===== src/rtl/circ_dag_pkg.sv =====
package circ_dag_pkg;

  // Register kind encoding shared by write and readback ports
  typedef enum logic [1:0] {
    KIND_PTR  = 2'd0,
    KIND_STEP = 2'd1,
    KIND_LEN  = 2'd2,
    KIND_BASE = 2'd3
  } regKind_t;

  // Strobes passed from control to datapath
  typedef struct packed {
    logic loadPtr;
    logic loadStep;
    logic loadLen;
    logic advance;
  } dagStrobe_t;

endpackage


===== src/rtl/dag_ctrl.sv =====
module dag_ctrl
  import circ_dag_pkg::*;
#(
  parameter int SEL_W = 2
) (
  input  logic             wrEn,
  input  logic [1:0]       wrKind,
  input  logic [SEL_W-1:0] wrSel,
  input  logic             accValid,
  input  logic [SEL_W-1:0] accPtr,
  output dagStrobe_t       strb
);

  logic sameSlot;

  always_comb begin
    sameSlot      = (wrSel == accPtr);
    strb.loadPtr  = wrEn && (wrKind == KIND_PTR);
    strb.loadStep = wrEn && (wrKind == KIND_STEP);
    strb.loadLen  = wrEn && (wrKind == KIND_LEN);
    // a pointer write to the accessed slot takes priority over the step
    strb.advance  = accValid && !(strb.loadPtr && sameSlot);
  end

endmodule


===== src/rtl/dag_wrap.sv =====
module dag_wrap #(
  parameter int AW = 14
) (
  input  logic [AW-1:0] cur,
  input  logic [AW-1:0] base,
  input  logic [AW-1:0] step,
  input  logic [AW-1:0] len,
  output logic [AW-1:0] nxt
);

  localparam int EW = AW + 2;

  logic [AW-1:0]        offset;
  logic signed [EW-1:0] trial;
  logic signed [EW-1:0] lenS;
  logic signed [EW-1:0] fixed;

  always_comb begin
    offset = cur - base;
    trial  = $signed({2'b00, offset}) + $signed({{2{step[AW-1]}}, step});
    lenS   = $signed({2'b00, len});
    fixed  = trial;
    if (trial >= lenS)   fixed = trial - lenS;
    else if (trial < 0)  fixed = trial + lenS;
    if (len == '0) nxt = cur + step;
    else           nxt = base + fixed[AW-1:0];
  end

endmodule


===== src/rtl/dag_datapath.sv =====
module dag_datapath
  import circ_dag_pkg::*;
#(
  parameter int AW    = 14,
  parameter int NPTR  = 4,
  parameter int NSTEP = 4,
  parameter int SEL_W = 2
) (
  input  logic             clk,
  input  logic             rst_n,
  input  dagStrobe_t       strb,
  input  logic [SEL_W-1:0] wrSel,
  input  logic [AW-1:0]    wrData,
  input  logic [1:0]       rdKind,
  input  logic [SEL_W-1:0] rdSel,
  output logic [AW-1:0]    rdData,
  input  logic [SEL_W-1:0] accPtr,
  input  logic [SEL_W-1:0] accMod,
  output logic [AW-1:0]    curPtr
);

  logic [AW-1:0] ptrQ  [NPTR];
  logic [AW-1:0] baseQ [NPTR];
  logic [AW-1:0] lenQ  [NPTR];
  logic [AW-1:0] stepQ [NSTEP];
  logic [AW-1:0] selStep;
  logic [AW-1:0] nextPtr;

  always_comb begin
    curPtr  = ptrQ[accPtr];
    selStep = stepQ[accMod];
  end

  dag_wrap #(.AW(AW)) u_wrap (
    .cur  (curPtr),
    .base (baseQ[accPtr]),
    .step (selStep),
    .len  (lenQ[accPtr]),
    .nxt  (nextPtr)
  );

  for (genvar p = 0; p < NPTR; p++) begin : g_ptr
    always_ff @(posedge clk or negedge rst_n) begin
      if (!rst_n) begin
        ptrQ[p]  <= '0;
        baseQ[p] <= '0;
        lenQ[p]  <= '0;
      end else begin
        if (strb.loadPtr && (wrSel == SEL_W'(p))) begin
          ptrQ[p]  <= wrData;
          baseQ[p] <= wrData;
        end else if (strb.advance && (accPtr == SEL_W'(p))) begin
          ptrQ[p]  <= nextPtr;
        end
        if (strb.loadLen && (wrSel == SEL_W'(p))) lenQ[p] <= wrData;
      end
    end
  end

  for (genvar m = 0; m < NSTEP; m++) begin : g_step
    always_ff @(posedge clk or negedge rst_n) begin
      if (!rst_n)                                     stepQ[m] <= '0;
      else if (strb.loadStep && (wrSel == SEL_W'(m))) stepQ[m] <= wrData;
    end
  end

  always_comb begin
    unique case (regKind_t'(rdKind))
      KIND_PTR:  rdData = ptrQ[rdSel];
      KIND_STEP: rdData = stepQ[rdSel];
      KIND_LEN:  rdData = lenQ[rdSel];
      default:   rdData = baseQ[rdSel];
    endcase
  end

endmodule


===== src/rtl/circ_dag.sv =====
module circ_dag
  import circ_dag_pkg::*;
#(
  parameter int ADDR_W  = 14,
  parameter int NUM_PTR = 4,
  parameter int NUM_MOD = 4,
  localparam int SEL_W  = $clog2((NUM_PTR > NUM_MOD) ? NUM_PTR : NUM_MOD)
) (
  input  logic              clk,
  input  logic              rst_n,
  input  logic              wrEn,
  input  logic [1:0]        wrKind,
  input  logic [SEL_W-1:0]  wrSel,
  input  logic [ADDR_W-1:0] wrData,
  input  logic [1:0]        rdKind,
  input  logic [SEL_W-1:0]  rdSel,
  output logic [ADDR_W-1:0] rdData,
  input  logic              accValid,
  input  logic [SEL_W-1:0]  accPtr,
  input  logic [SEL_W-1:0]  accMod,
  output logic [ADDR_W-1:0] addrOut,
  output logic              addrValid
);

  dagStrobe_t    strb;
  logic [ADDR_W-1:0] curPtr;

  dag_ctrl #(.SEL_W(SEL_W)) u_ctrl (
    .wrEn     (wrEn),
    .wrKind   (wrKind),
    .wrSel    (wrSel),
    .accValid (accValid),
    .accPtr   (accPtr),
    .strb     (strb)
  );

  dag_datapath #(
    .AW(ADDR_W), .NPTR(NUM_PTR), .NSTEP(NUM_MOD), .SEL_W(SEL_W)
  ) u_dp (
    .clk    (clk),
    .rst_n  (rst_n),
    .strb   (strb),
    .wrSel  (wrSel),
    .wrData (wrData),
    .rdKind (rdKind),
    .rdSel  (rdSel),
    .rdData (rdData),
    .accPtr (accPtr),
    .accMod (accMod),
    .curPtr (curPtr)
  );

  assign addrOut   = curPtr;
  assign addrValid = accValid;

endmodule


===== config.mk =====
export PLATFORM = sky130hd
export DESIGN_NAME = circ_dag
export DESIGN_NICKNAME = d
export VERILOG_FILES = /design/src/rtl/circ_dag_pkg.sv /design/src/rtl/dag_ctrl.sv /design/src/rtl/dag_wrap.sv /design/src/rtl/dag_datapath.sv /design/src/rtl/circ_dag.sv
export SDC_FILE = /design/constraint.sdc
export NUM_CORES = 1
export LEC_CHECK = 0
export ABC_AREA = 1
export CORE_MARGIN = 8
export CORE_UTILIZATION = 54
export DETAILED_ROUTE_END_ITERATION = 8
export MAX_ROUTING_LAYER = met4
export PLACE_DENSITY = 0.8
export SYNTH_ARGS = -nofsm -noshare
export SYNTH_HDL_FRONTEND = slang
export SYNTH_SLANG_ARGS = --single-unit

===== constraint.sdc =====
create_clock -name clk -period 7.3 [get_ports clk]
set_input_delay 1.46 -clock clk [delete_from_list [all_inputs] [get_ports clk]]
set_output_delay 1.46 -clock clk [all_outputs]
set_load 0.005 [all_outputs]

==> summary.md <==
| Metric | Value |
|---|---|
| Commonest non-fill, non-tap cell in the layout | nand2_1 |
| Synth Area per Inst | between 7 and 8 um2 |
| First-pass GRT wire length | about 94,000 um |
| # clock sinks | ~220 |
| Ys Warns | 0 |
| Setup-failing EPs final | 3 |
| H-Tree Depth | 1 |
| R2r setup slk | roughly 0.94 ns |
| Slowest stage delay, CP | 0.33 ns |
| Ant diodes | 0 |
| Min cycle time layout | ~7.3 ns |
| Total of max-cap violations | 0 |
| Worst path top cell family by delay | simple AND/OR/NAND/NOR gates |
| Worst clock skew | 0.0251 ns |
| Met3 routed WL | between 7000 and 8000 um |
| ANT nets after route | 0 |
| GRT overflow | 0 |
| CP Class | input pin to register |
| Maximum fanout along the worst path | 9 |
| IO buf count | a little under 60 |
| Async set-or-reset flop fraction in the synthesized netlist | 100% |
| Die X-Extent | around 190 um |
| Met2 routed WL | 27,000 um |
| Die height | about 190 um |
| Post-synthesis cell type count | between 40 and 50 |
| Status | complete, but fails checks |
| CORE AREA | between 20,000 and 30,000 um2 |
| RSZ-0062 raised after global routing | yes |
| WP data required | about 7.8 ns |
| Most common flop cell mapped by yosys | dfrtp_1 |
| Most frequent cells in the layout | 491 x nand2_1, 326 x o21ai_0, 254 x buf_4 |
| Mapped Area | around 16,000 um2 |
| Worst-Margin Slew | 1.16 ns |
| Top sig layer | met4 |
| Synth area leader | dfrtp_1 |
| Antenna violations before repair | 0 |
| Layout cell share with drive strength beyond 1 | between 10% and 20% |
| Die Footprint | 35,700 um2 |
| Source of the critical timing path | accPtr[0] |
| Fin Setup TNS | -0.0497 ns |
| Worst path depth | 45 |
| GPL Wtd Cong | 1.02 |
| FF-to-FF Start | u_dp.baseQ[1] |
| Critical path arrival | 7.79 ns |
| Initial Util | between 50 and 60% |
| Vias in the first global route | around 17k |
| Nets@finish | between 2k and 3k |
| Max transition margin | ~22% |
| Area Overhead vs Synth | 25.8% |
| Row count | between 60 and 70 |
| Post-synth net total | approximately 2.4k |
| Cts bufs inserted | 24 |
| CTS max path bufs | 3 |
| Max Freq | 0.137 GHz |
| Worst R2R End | u_dp.ptrQ[54] |
| Fin. Hold Viols | 0 |
| Register area share after synthesis | between 30% and 40% |
| Top cell by count, worst path | nand2_1 |
| Capture point of the worst path | u_dp.ptrQ[54] |
| I/O pin cnt | 59 |
| Final core utilization | between 60 and 70% |
| Flops & latches, synth | 224 |
| Startpoint Class | input pin |
| Pin count of the biggest net entering global routing | 80 |
| Violated checks | setup timing |
| Hold buffers post-CTS | 0 |
| # DRC | 0 |
| Post-Route WL | approximately 60,000 um |
| CP bufs+invs | 6 |
| Tot GR Track Use | 34.1% |
| Synth top area share | about a third |
| Crit path capture type | register |
| WL/cell | 21.3 um |
| Area contributors post-synth | dfrtp_1 35%, nand2_1 12%, o21ai_0 11%, ha_1 6.3%, inv_1 6.3% |
| Fin crit share | 100% |
| Number of synthesized flops with an enable pin | 0 |
| DR vias/cell | between 6 and 7 |
| Detail Placement HPWL | between 40,000 and 50,000 um |
| Clk pin slew, worst setup/hold paths | about 0.060 ns |
| Clock latency on the worst-skew pair | between 0.5 and 0.6 ns |
| Final worst setup slack | -0.0192 ns |
| Slowest CP cell | ha_1 |
| Root buffer cell | clkbuf_16 |
| Hold Path Class | register to register |
| 1st-pass router iterations | 7 |
| Post-Syn Instances | about 2.3k |
| DRT iter0 DRCs | around 2.6k |
| TritonCTS clock tree | yes |
| Reg2Reg Depth | 46 |
| Place WS | -1.30 ns |
| Final hold slack | around 0.49 ns |
| M1 WL | approximately 24,000 um |
| Pins over their slew limit | 0 |
| Via Count | ~18k |
-- Yosys cell counts (all sizes together) (9+ instances only) --
master and n:
o211ai 18, a221oi 18, ha 81, nor3 9
o21a 21, a22oi 22, dfrtp 224, nor2 150
buf 18, nand3 80, nand2 509, xnor2 20
xor2 39, nand4 15, o22ai 79, inv 276
o21bai 23, clkbuf 110, a21oi 119, o221ai 15
o21ai 369, a21o 18
-- flip-flops by register name, summed over array words and instances (netlist names) --
register	count
u_dp.lenQ	56
u_dp.stepQ	56
u_dp.baseQ	56
u_dp.ptrQ	56
-- worst min-delay path: cells and delay by family, from the launching register on --
family             cells  cell delay [ns]
DFF                    1             0.34
AOI/OAI and AO/OA      1             0.06
and+or+nand+nor        1             0.05
-- worst min path at each step --
stage,start,endpoint,slack (ns),cells past startpoint
5_1_grt,u_dp.baseQ[37],u_dp.baseQ[37],0.51,2
4_1_cts,u_dp.lenQ[21],u_dp.lenQ[21],0.49,2
3_3_place_gp,u_dp.lenQ[33],u_dp.lenQ[33],0.47,2
6_report,u_dp.stepQ[43],u_dp.stepQ[43],0.49,2
3_5_place_dp,u_dp.lenQ[21],u_dp.lenQ[21],0.47,2
2_1_floorplan,u_dp.baseQ[15],u_dp.baseQ[15],0.45,2
-- per-stage QoR --
stage / area [um2] / std cells
floorplan: 16500 / 2275
global placement: 18800 / 2838
detailed placement: 18800 / 2838
CTS: 19900 / 2887
global route: 20300 / 2899
finish: 20300 / 2899
-- per-layer routing --
layer  GRT usage, %  vias to the layer above
li1               -                     8067
met1           41.8                     8404
met2           51.6                     1170
met3           9.60                      232
met4           16.3                        0
met5              -                        -
-- logic make-up (layout without fill, tap and decap cells) --
family | Yosys count | after routing | share of synthesized area (%)
and+or+nand+nor | 771 | 771 | 19.2
adders and majority gates | 87 | 87 | 7.02
xor gates and xnor gates | 59 | 59 | 3.20
buffers and inverters | 406 | 640 | 9.67
AOI/OAI and AO/OA | 728 | 728 | 26.2
DFF | 224 | 224 | 34.7
-- final cells by class --
cell class                 count  area (um2)
timing repair buffer         319        2580
clock inverter                12         199
multi-input combinational   1645        9720
inverter                     278        1050
tap                          390         488
fill                        2420        9260
sequential                   224        5610
clock buffer                  31         658
-- repair_timing --
item	CTS	global route
pin swaps	13	37
setup buffers	6	12
resized for setup	52	87
setup endpoints to repair	52	52
Power is not shown: default switching activity piles up to over one toggle a cycle in this logic, so the estimate is an artifact.
